===== src/rtl/prw_pkg.sv =====
package prw_pkg;
    localparam int FRAME_BITS = 24;
    localparam int BIT_CW     = $clog2(FRAME_BITS);

    localparam logic [7:0]  IDX_PREFIX  = 8'h74;
    localparam logic [7:0]  DAT_PREFIX  = 8'h76;
    localparam logic [7:0]  REG_POWER   = 8'h11;
    localparam logic [7:0]  REG_OUTCTL  = 8'h01;
    localparam logic [15:0] OUTCTL_BASE = 16'h2AEF;
    localparam logic [15:0] POWER_ON    = 16'h0000;
    localparam logic [15:0] POWER_OFF   = 16'h0001;

    typedef enum logic [1:0] {
        JOB_SINGLE,
        JOB_PWRUP,
        JOB_OFF,
        JOB_RESUME
    } job_e;

    typedef enum logic [1:0] {
        C_IDLE,
        C_LAUNCH,
        C_WAIT
    } ctl_state_e;

    typedef enum logic [2:0] {
        F_IDLE,
        F_LOW,
        F_HIGH,
        F_HOLD,
        F_GAP
    } frm_state_e;

    typedef struct packed {
        logic [7:0]  addr;
        logic [15:0] value;
    } reg_wr_t;

    function automatic logic job_last(input job_e job);
        return (job == JOB_PWRUP) || (job == JOB_RESUME);
    endfunction

    function automatic reg_wr_t job_step(input job_e job, input logic step,
                                         input reg_wr_t host, input logic [15:0] outctl);
        reg_wr_t w;
        unique case (job)
            JOB_SINGLE: w = host;
            JOB_PWRUP:  w = step ? '{REG_OUTCTL, outctl} : '{REG_POWER, POWER_ON};
            JOB_OFF:    w = '{REG_POWER, POWER_OFF};
            JOB_RESUME: w = step ? '{REG_POWER, POWER_ON} : '{REG_OUTCTL, outctl};
            default:    w = host;
        endcase
        return w;
    endfunction
endpackage


===== src/rtl/prw_half_tick.sv =====
module prw_half_tick #(
    parameter int HALF_CYCLES = 2
) (
    input  logic clk,
    input  logic rst_n,
    input  logic run,
    output logic tick
);
    localparam int CW = (HALF_CYCLES > 1) ? $clog2(HALF_CYCLES) : 1;
    localparam logic [CW-1:0] LAST = CW'(HALF_CYCLES - 1);

    logic [CW-1:0] cnt;

    generate
        if (HALF_CYCLES == 1) begin : g_every
            assign tick = run;
            always_ff @(posedge clk or negedge rst_n) begin
                if (!rst_n) cnt <= '0;
                else        cnt <= '0;
            end
        end else begin : g_count
            assign tick = run && (cnt == LAST);
            always_ff @(posedge clk or negedge rst_n) begin
                if (!rst_n)           cnt <= '0;
                else if (!run || tick) cnt <= '0;
                else                  cnt <= cnt + 1'b1;
            end
        end
    endgenerate
endmodule


===== src/rtl/prw_frame_tx.sv =====
module prw_frame_tx
    import prw_pkg::*;
#(
    parameter int HALF_CYCLES = 2
) (
    input  logic                  clk,
    input  logic                  rst_n,
    input  logic                  start,
    input  logic [FRAME_BITS-1:0] word,
    output logic                  frame_done,
    output logic                  sclk,
    output logic                  mosi,
    output logic                  cs_n
);
    localparam logic [BIT_CW-1:0] LAST_BIT = BIT_CW'(FRAME_BITS - 1);

    frm_state_e            state, nxt;
    logic                  tick;
    logic [FRAME_BITS-1:0] sreg;
    logic [BIT_CW-1:0]     bit_cnt;
    logic                  sclk_q, cs_q, done_q;

    prw_half_tick #(.HALF_CYCLES(HALF_CYCLES)) u_tick (
        .clk  (clk),
        .rst_n(rst_n),
        .run  (state != F_IDLE),
        .tick (tick)
    );

    always_comb begin
        nxt = state;
        unique case (state)
            F_IDLE: if (start) nxt = F_LOW;
            F_LOW:  if (tick)  nxt = F_HIGH;
            F_HIGH: if (tick)  nxt = (bit_cnt == LAST_BIT) ? F_HOLD : F_LOW;
            F_HOLD: if (tick)  nxt = F_GAP;
            F_GAP:  if (tick)  nxt = F_IDLE;
            default:           nxt = F_IDLE;
        endcase
    end

    always_ff @(posedge clk or negedge rst_n) begin
        if (!rst_n) state <= F_IDLE;
        else        state <= nxt;
    end

    always_ff @(posedge clk or negedge rst_n) begin
        if (!rst_n) begin
            sreg    <= '0;
            bit_cnt <= '0;
            sclk_q  <= 1'b0;
            cs_q    <= 1'b1;
            done_q  <= 1'b0;
        end else begin
            done_q <= 1'b0;
            unique case (state)
                F_IDLE: if (start) begin
                    sreg    <= word;
                    bit_cnt <= '0;
                    cs_q    <= 1'b0;
                end
                F_LOW: if (tick) sclk_q <= 1'b1;
                F_HIGH: if (tick) begin
                    sclk_q <= 1'b0;
                    if (bit_cnt != LAST_BIT) begin
                        sreg    <= {sreg[FRAME_BITS-2:0], 1'b0};
                        bit_cnt <= bit_cnt + 1'b1;
                    end
                end
                F_HOLD: if (tick) cs_q <= 1'b1;
                F_GAP:  if (tick) done_q <= 1'b1;
                default: ;
            endcase
        end
    end

    always_comb begin
        sclk       = sclk_q;
        cs_n       = cs_q;
        mosi       = sreg[FRAME_BITS-1];
        frame_done = done_q;
    end
endmodule


===== src/rtl/prw_job_ctl.sv =====
module prw_job_ctl
    import prw_pkg::*;
#(
    parameter logic [15:0] MODE_MASK = 16'h0B00
) (
    input  logic                  clk,
    input  logic                  rst_n,
    input  logic                  wr_start,
    input  logic [7:0]            wr_addr,
    input  logic [15:0]           wr_value,
    input  logic                  seq_req,
    input  logic [1:0]            seq_sel,
    input  logic [15:0]           panel_mode,
    input  logic                  frame_done,
    output logic                  frame_start,
    output logic [FRAME_BITS-1:0] frame_word,
    output logic                  busy,
    output logic                  done,
    output logic                  err
);
    ctl_state_e  state, nxt;
    job_e        job_q;
    reg_wr_t     host_q;
    logic [15:0] mode_q;
    logic        step_q, phase_q;
    logic        done_q, err_q;
    logic        req_any, req_ok, last_pair;
    reg_wr_t     cur;
    logic [15:0] outctl;

    assign req_any   = wr_start | seq_req;
    assign req_ok    = (wr_start && !seq_req) || (seq_req && !wr_start && seq_sel != 2'd3);
    assign last_pair = phase_q && (step_q == job_last(job_q));
    assign outctl    = (mode_q & MODE_MASK) | (OUTCTL_BASE & ~MODE_MASK);
    assign cur       = job_step(job_q, step_q, host_q, outctl);

    always_comb begin
        nxt = state;
        unique case (state)
            C_IDLE:   if (req_ok) nxt = C_LAUNCH;
            C_LAUNCH: nxt = C_WAIT;
            C_WAIT:   if (frame_done) nxt = last_pair ? C_IDLE : C_LAUNCH;
            default:  nxt = C_IDLE;
        endcase
    end

    always_ff @(posedge clk or negedge rst_n) begin
        if (!rst_n) state <= C_IDLE;
        else        state <= nxt;
    end

    always_ff @(posedge clk or negedge rst_n) begin
        if (!rst_n) begin
            job_q   <= JOB_SINGLE;
            host_q  <= '0;
            mode_q  <= '0;
            step_q  <= 1'b0;
            phase_q <= 1'b0;
            done_q  <= 1'b0;
            err_q   <= 1'b0;
        end else begin
            done_q <= 1'b0;
            err_q  <= req_any && (state != C_IDLE || !req_ok);
            unique case (state)
                C_IDLE: if (req_ok) begin
                    host_q  <= '{wr_addr, wr_value};
                    mode_q  <= panel_mode;
                    step_q  <= 1'b0;
                    phase_q <= 1'b0;
                    if (wr_start) job_q <= JOB_SINGLE;
                    else begin
                        unique case (seq_sel)
                            2'd0:    job_q <= JOB_PWRUP;
                            2'd1:    job_q <= JOB_OFF;
                            default: job_q <= JOB_RESUME;
                        endcase
                    end
                end
                C_WAIT: if (frame_done) begin
                    if (!phase_q) phase_q <= 1'b1;
                    else if (last_pair) done_q <= 1'b1;
                    else begin
                        phase_q <= 1'b0;
                        step_q  <= 1'b1;
                    end
                end
                default: ;
            endcase
        end
    end

    always_comb begin
        busy        = (state != C_IDLE);
        frame_start = (state == C_LAUNCH);
        frame_word  = phase_q ? {DAT_PREFIX, cur.value} : {IDX_PREFIX, 8'h00, cur.addr};
        done        = done_q;
        err         = err_q;
    end
endmodule


===== src/rtl/panel_regwr_seq.sv =====
module panel_regwr_seq
    import prw_pkg::*;
#(
    parameter int          HALF_CYCLES = 2,
    parameter logic [15:0] MODE_MASK   = 16'h0B00
) (
    input  logic        clk,
    input  logic        rst_n,
    input  logic        wr_start,
    input  logic [7:0]  wr_addr,
    input  logic [15:0] wr_value,
    input  logic        seq_req,
    input  logic [1:0]  seq_sel,
    input  logic [15:0] panel_mode,
    output logic        busy,
    output logic        done,
    output logic        err,
    output logic        spi_sclk,
    output logic        spi_mosi,
    output logic        spi_cs_n
);
    logic                  frame_start, frame_done;
    logic [FRAME_BITS-1:0] frame_word;

    prw_job_ctl #(.MODE_MASK(MODE_MASK)) u_ctl (
        .clk        (clk),
        .rst_n      (rst_n),
        .wr_start   (wr_start),
        .wr_addr    (wr_addr),
        .wr_value   (wr_value),
        .seq_req    (seq_req),
        .seq_sel    (seq_sel),
        .panel_mode (panel_mode),
        .frame_done (frame_done),
        .frame_start(frame_start),
        .frame_word (frame_word),
        .busy       (busy),
        .done       (done),
        .err        (err)
    );

    prw_frame_tx #(.HALF_CYCLES(HALF_CYCLES)) u_frm (
        .clk       (clk),
        .rst_n     (rst_n),
        .start     (frame_start),
        .word      (frame_word),
        .frame_done(frame_done),
        .sclk      (spi_sclk),
        .mosi      (spi_mosi),
        .cs_n      (spi_cs_n)
    );
endmodule


===== config.mk =====
export PLATFORM = sky130hd
export DESIGN_NAME = panel_regwr_seq
export DESIGN_NICKNAME = d
export VERILOG_FILES = /design/src/rtl/prw_pkg.sv /design/src/rtl/prw_half_tick.sv /design/src/rtl/prw_frame_tx.sv /design/src/rtl/prw_job_ctl.sv /design/src/rtl/panel_regwr_seq.sv
export SDC_FILE = /design/constraint.sdc
export NUM_CORES = 1
export LEC_CHECK = 0
export ABC_AREA = 1
export CORE_MARGIN = 3
export CORE_UTILIZATION = 59
export CTS_CLUSTER_SIZE = 30
export DETAILED_ROUTE_END_ITERATION = 7
export PLACE_DENSITY = 0.88
export SLEW_MARGIN = 0
export SYNTH_ARGS = -nofsm -noshare
export SYNTH_HDL_FRONTEND = slang
export SYNTH_HIERARCHICAL = 1
export SYNTH_SLANG_ARGS = --single-unit

===== constraint.sdc =====
create_clock -name clk -period 2.55 [get_ports clk]
set_clock_uncertainty 0.1 [all_clocks]
set_input_delay 0.51 -clock clk [delete_from_list [all_inputs] [get_ports clk]]
set_output_delay 0.51 -clock clk [all_outputs]
set_load 0.03 [all_outputs]

# Word-level counts from Yosys, hierarchy flattened
# Cells that the tools add are included.
# totals
out_inout_bits,6
in_bits,46
elab_cells,120
register_bits,80
# op_classes
n_mux,45
bitwise,1
addsub,2
n_reduce_logical,32
eq_ne,24
# op_table
op,count
24-bit one-hot mux with 4 select lines,1
24-bit 2-to-1 mux,3
24-bit one-hot mux with 2 select lines,1
21-bit 2-to-1 mux,2
18-bit 2-to-1 mux,1
1-bit 2-to-1 mux,17
3-bit 2-to-1 mux,5
5-bit 2-to-1 mux,3
3-bit one-hot mux with 5 select lines,1
2-bit != test (second input constant),7
5-bit one-hot mux with 2 select lines,1
5-bit AND reduction,2
2-bit nonzero test,5
3-bit AND reduction,3
2-bit 2-to-1 mux,4
2-bit by 1-bit != test with 1-bit output (second input constant),4
1-bit one-hot mux with 2 select lines,4
2-bit by 1-bit equality test with 1-bit output (second input constant),3
2-bit equality test (second input constant),3
3-bit by 2-bit equality test with 1-bit output (second input constant),2
1-bit logical AND,6
2-bit zero test,3
2-bit one-hot mux with 3 select lines,1
5-bit by 1-bit adder with 5-bit output (second input constant),1
other kinds (14),21

# Logic depth before layout (Yosys ltp)
# logic_depth
ltp_word,8
mapped_depth,10
mapped_depth_nobuf,9

# Hierarchy
# Netlist, hierarchy kept.
# by_module_without_submodules
mod,seq_area_each_um2,area_each_um2,cells_per_inst,n_inst
prw_frame_tx,877.1,1880.6,264,1
prw_job_ctl,875.8,1762.9,231,1
prw_half_tick,25.0,42.5,5,1

# Worst setup path before layout
# No wires, ideal clock.
# synth_path
path_type,flip-flop to flip-flop
startpoint,register u_frm.bit_cnt[0]
endpoint,register u_frm.bit_cnt[2]
arrival_time_ns,1.334
required_time_ns,2.333
synth_period_minus_slack_ns,1.550
setup_slack_ns,1.000
stages_incl_launch_ff,10
path_buffers,2
setup_time_ns,0.117
path_cell_list,dfrtp_1 ha_1 nand2_1 clkinv_1 nand2_1 nand3_4 buf_6 buf_6 nand3_1 nand2_1
# synth_via
elab_chain_cells,4
elab_cells_between_ends,7
classes_between,1 x add/sub; 2 x eq/ne; 3 x mux; 1 x reduce/logical
# synth_lines
item,line,source
start: declaration,prw_frame_tx.sv:20,logic [BIT_CW-1:0] bit_cnt;
start signal: assignment,prw_frame_tx.sv:67,bit_cnt <= bit_cnt + 1'b1;
5-bit by 1-bit adder with 5-bit output,prw_frame_tx.sv:67,
5-bit 2-to-1 mux,prw_frame_tx.sv:65,if (bit_cnt != LAST_BIT) begin
5-bit 2-to-1 mux,prw_frame_tx.sv:63,F_HIGH: if (tick) begin
5-bit one-hot mux with 2 select lines,prw_frame_tx.sv:56,unique case (state)
# Several ways; a longest one is shown, not always the timed one. The select of a mux whose other input is x is not followed.
# A chain may end at the register's enable or synchronous reset.

# Final worst setup path
# layout_path
startpoint,register u_ctl.state[1]
endpoint,output busy
# layout_via
elab_chain_cells,1
# layout_lines
item,line,source
start: declaration,prw_job_ctl.sv:21,"ctl_state_e state, nxt;"
start signal: assignment,prw_job_ctl.sv:49,else state <= nxt;
2-bit nonzero test,prw_job_ctl.sv:93,busy = (state != C_IDLE);
end: declaration,panel_regwr_seq.sv:15,"output logic busy,"
# No other way between the ends.

==> results.sh <==
export IMPL_status="completed"
export IMPL_relSlewSlack=0.629
export IMPL_grt_ovfl_total=0
export IMPL_syn_to_final_growth_pct=13.5
export IMPL_track_usage=0.225
export IMPL_netlist_instances=500
export IMPL_grt_max_degree=50
export IMPL_synth_top_cell_by_area="dfrtp_1"
export IMPL_hpwl_mm=5.06
export IMPL_worstPathRequired_ps=1940
export IMPL_cts_setup_buffers=0
export IMPL_synth_cell_types=29
export IMPL_r2r_end="u_frm/bit_cnt[2]"
export IMPL_worst_pin_slew_ps=556
export IMPL_fin_crit_sh=0.838
export IMPL_finalNetCount=577
export IMPL_syn_area_um2=3690
export IMPL_irDropWorstVdd_v=0.000424
export IMPL_n_antenna_cell=0
export IMPL_p_leak_nw=2.28
export IMPL_cts_buffers=9
export IMPL_ys_warn_count=6
export IMPL_hold_path_class="in -> async"
export IMPL_fin_crit_ps=2140
export IMPL_ioPinCount=52
export IMPL_grt_pass1_vias=3191
export IMPL_hold_viol_final=0
export IMPL_final_antenna_net_count=0
export IMPL_synth_area_leaders="dfrtp_1 48%, nand2_1 26%, nand3_1 6.9%"
export IMPL_htreeDepth=3
export IMPL_fmax_mhz=468
export IMPL_final_cell_mix="259 x nand2_1, 70 x dfrtp_1, 51 x nand3_1, 37 x clkdlybuf4s50_1, 21 x nor2_1"
export IMPL_postCtsResizedCells=0
export IMPL_dieWidth_um=85.0
export IMPL_antenna_found_initial=0
export IMPL_grt_setup_unrepaired="no"
export IMPL_synth_seq_cells=71
export IMPL_r2r_slack_ps=700
export IMPL_cp_max_fo=3
export IMPL_max_cap_violations=0
export IMPL_ys_seq_area_frac=0.482
export IMPL_ff_latch_area_um2=1780
export IMPL_ctsHoldBuffers=0
export IMPL_timing_rr_start="u_frm/state[0]"
export IMPL_setup_viol=0
export IMPL_clkTransAtPathRegs_ps=70
export IMPL_yosysTopAreaCellShare=0.475
export IMPL_worst_r2r_cell_count=7
export IMPL_vias=3162
export IMPL_clk_latency_ps=340
export IMPL_fillCellCount=504
export IMPL_drive_above_1_share=0.0897
export IMPL_powerDensity_nw_per_um2=518
export IMPL_fp_dieH_um=85.0
export IMPL_routed_wl_mm=7.50
export IMPL_vias_per_cell=5.18
export IMPL_cp_arrival_ps=1530
export IMPL_drtIter0Drc=205
export IMPL_gp_congestion=0.807
export IMPL_startpoint="u_ctl/state[1]"
export IMPL_routedWlPerCell_um=12.3
export IMPL_grt_pass1_wl_mm=13.3
export IMPL_die_area_um2=7230
export IMPL_numPortBuffers=38
export IMPL_finish_utilization=0.699
export IMPL_ctsLongestPathBuffers=2
export IMPL_multi_input_area_um2=1610
export IMPL_cts_tree="done"
export IMPL_dr_pass1_iters=5
export IMPL_initial_utilization=0.615
export IMPL_rows=28
export IMPL_slew_viol_final=0
export IMPL_coreArea_um2=5990
export IMPL_final_common_cell="nand2_1"
export IMPL_cts_sinks=71
export IMPL_critical_path_class="reg -> out"
export IMPL_syn_area_per_cell_um2=7.37
export IMPL_root_buffer="clkbuf_8"
export IMPL_drc=0
export IMPL_critPathLaunchType="register"
export IMPL_end_kind="output pin"
export IMPL_fin_tns_setup_ps=0
-- how the worst max path moves through the flow --
stage                             to  slack (ps)  depth (start not counted)
floorplan           u_frm/bit_cnt[2]        1000                          9
global placement    u_ctl/host_q[20]         550                          7
detailed placement   u_ctl/mode_q[8]         500                          7
CTS                             busy         400                          3
global route                    busy         340                          3
finish                          busy         410                          3
-- stage by stage --
stage | hold WS (ps) | worst slack, ps | std cells | area, µm² | total power [W]
floorplan | 114 | 1000 | 505 | 3700 | 0.00130
global placement | 325 | 548 | 594 | 4010 | 0.00138
detailed placement | 331 | 498 | 594 | 4010 | 0.00139
CTS | 60.9 | 395 | 610 | 4190 | 0.00218
global route | 64.4 | 345 | 610 | 4190 | 0.00226
finish | 49.5 | 413 | 610 | 4190 | 0.00217
-- state kept, by name (all words and copies together) (netlist names), 2 cells and up --
name / cells
u_frm/bit_cnt: 5
u_ctl/job_q: 2
u_frm/sreg: 24
u_ctl/host_q: 24
u_ctl/state: 2
u_ctl/mode_q: 3
u_frm/state: 3
-- layer usage --
| metal | share of wire | global-route usage | wire [µm] | up-vias |
|---|---|---|---|---|
| met4 | 0.025 | 0.104 | 189 | 0 |
| met5 | 0 | 0 | 0 | - |
| met3 | 0.036 | 0.0447 | 272 | 18 |
| met2 | 0.49 | 0.383 | 3660 | 73 |
| met1 | 0.45 | 0.275 | 3380 | 1488 |
| li1 | - | - | - | 1583 |
-- report_power, final --
| part | switching, W | total [W] | internal, W |
|---|---|---|---|
| registers | 0.0000282 | 0.00120 | 0.00117 |
| clock network | 0.000392 | 0.000799 | 0.000407 |
| logic | 0.0000866 | 0.000171 | 0.0000843 |
-- synthesized netlist by cell type --
cell,count
clkbuf_1,1
o31ai_1,1
o21bai_1,1
buf_2,11
buf_12,1
nor2_2,3
o21ai_0,7
nand2_4,2
nand2_1,259
conb_1,2
o21ai_2,1
nand3_4,1
dfrtp_1,70
a21oi_1,2
nor3_1,2
ha_1,1
clkinv_1,1
nor2_1,21
buf_4,13
o211ai_1,1
dfstp_2,1
nand2_2,14
buf_6,3
inv_1,20
nand4_1,2
inv_4,1
nand3_1,51
inv_2,5
nor2_4,2
-- kinds of logic (layout without fill, tap and decap cells) --
logic type      after synthesis  after routing  share of synthesized area
compound gates               13             13                     0.0207
simple gates                357            357                      0.406
fa+ha+maj                     1              1                    0.00339
buf+inv                      56             86                     0.0852
other cells                   2              7                    0.00204
flops                        71             71                      0.482
-- worst max-delay path, stage by stage (launching register included) --
cell and delay [ps]:
dfrtp_1 390, inv_2 40, nand2_2 80, clkdlybuf4s50_1 680
-- cell type report --
type,instances,share of cell area
tap,75,0.0224
clock inverter,1,0.00120
clock buffer,15,0.0398
inverter,27,0.0248
sequential,71,0.425
timing repair buffer,43,0.102
multi-input combinational,378,0.385
No activity file was read; power rests on OpenSTA's default activity.
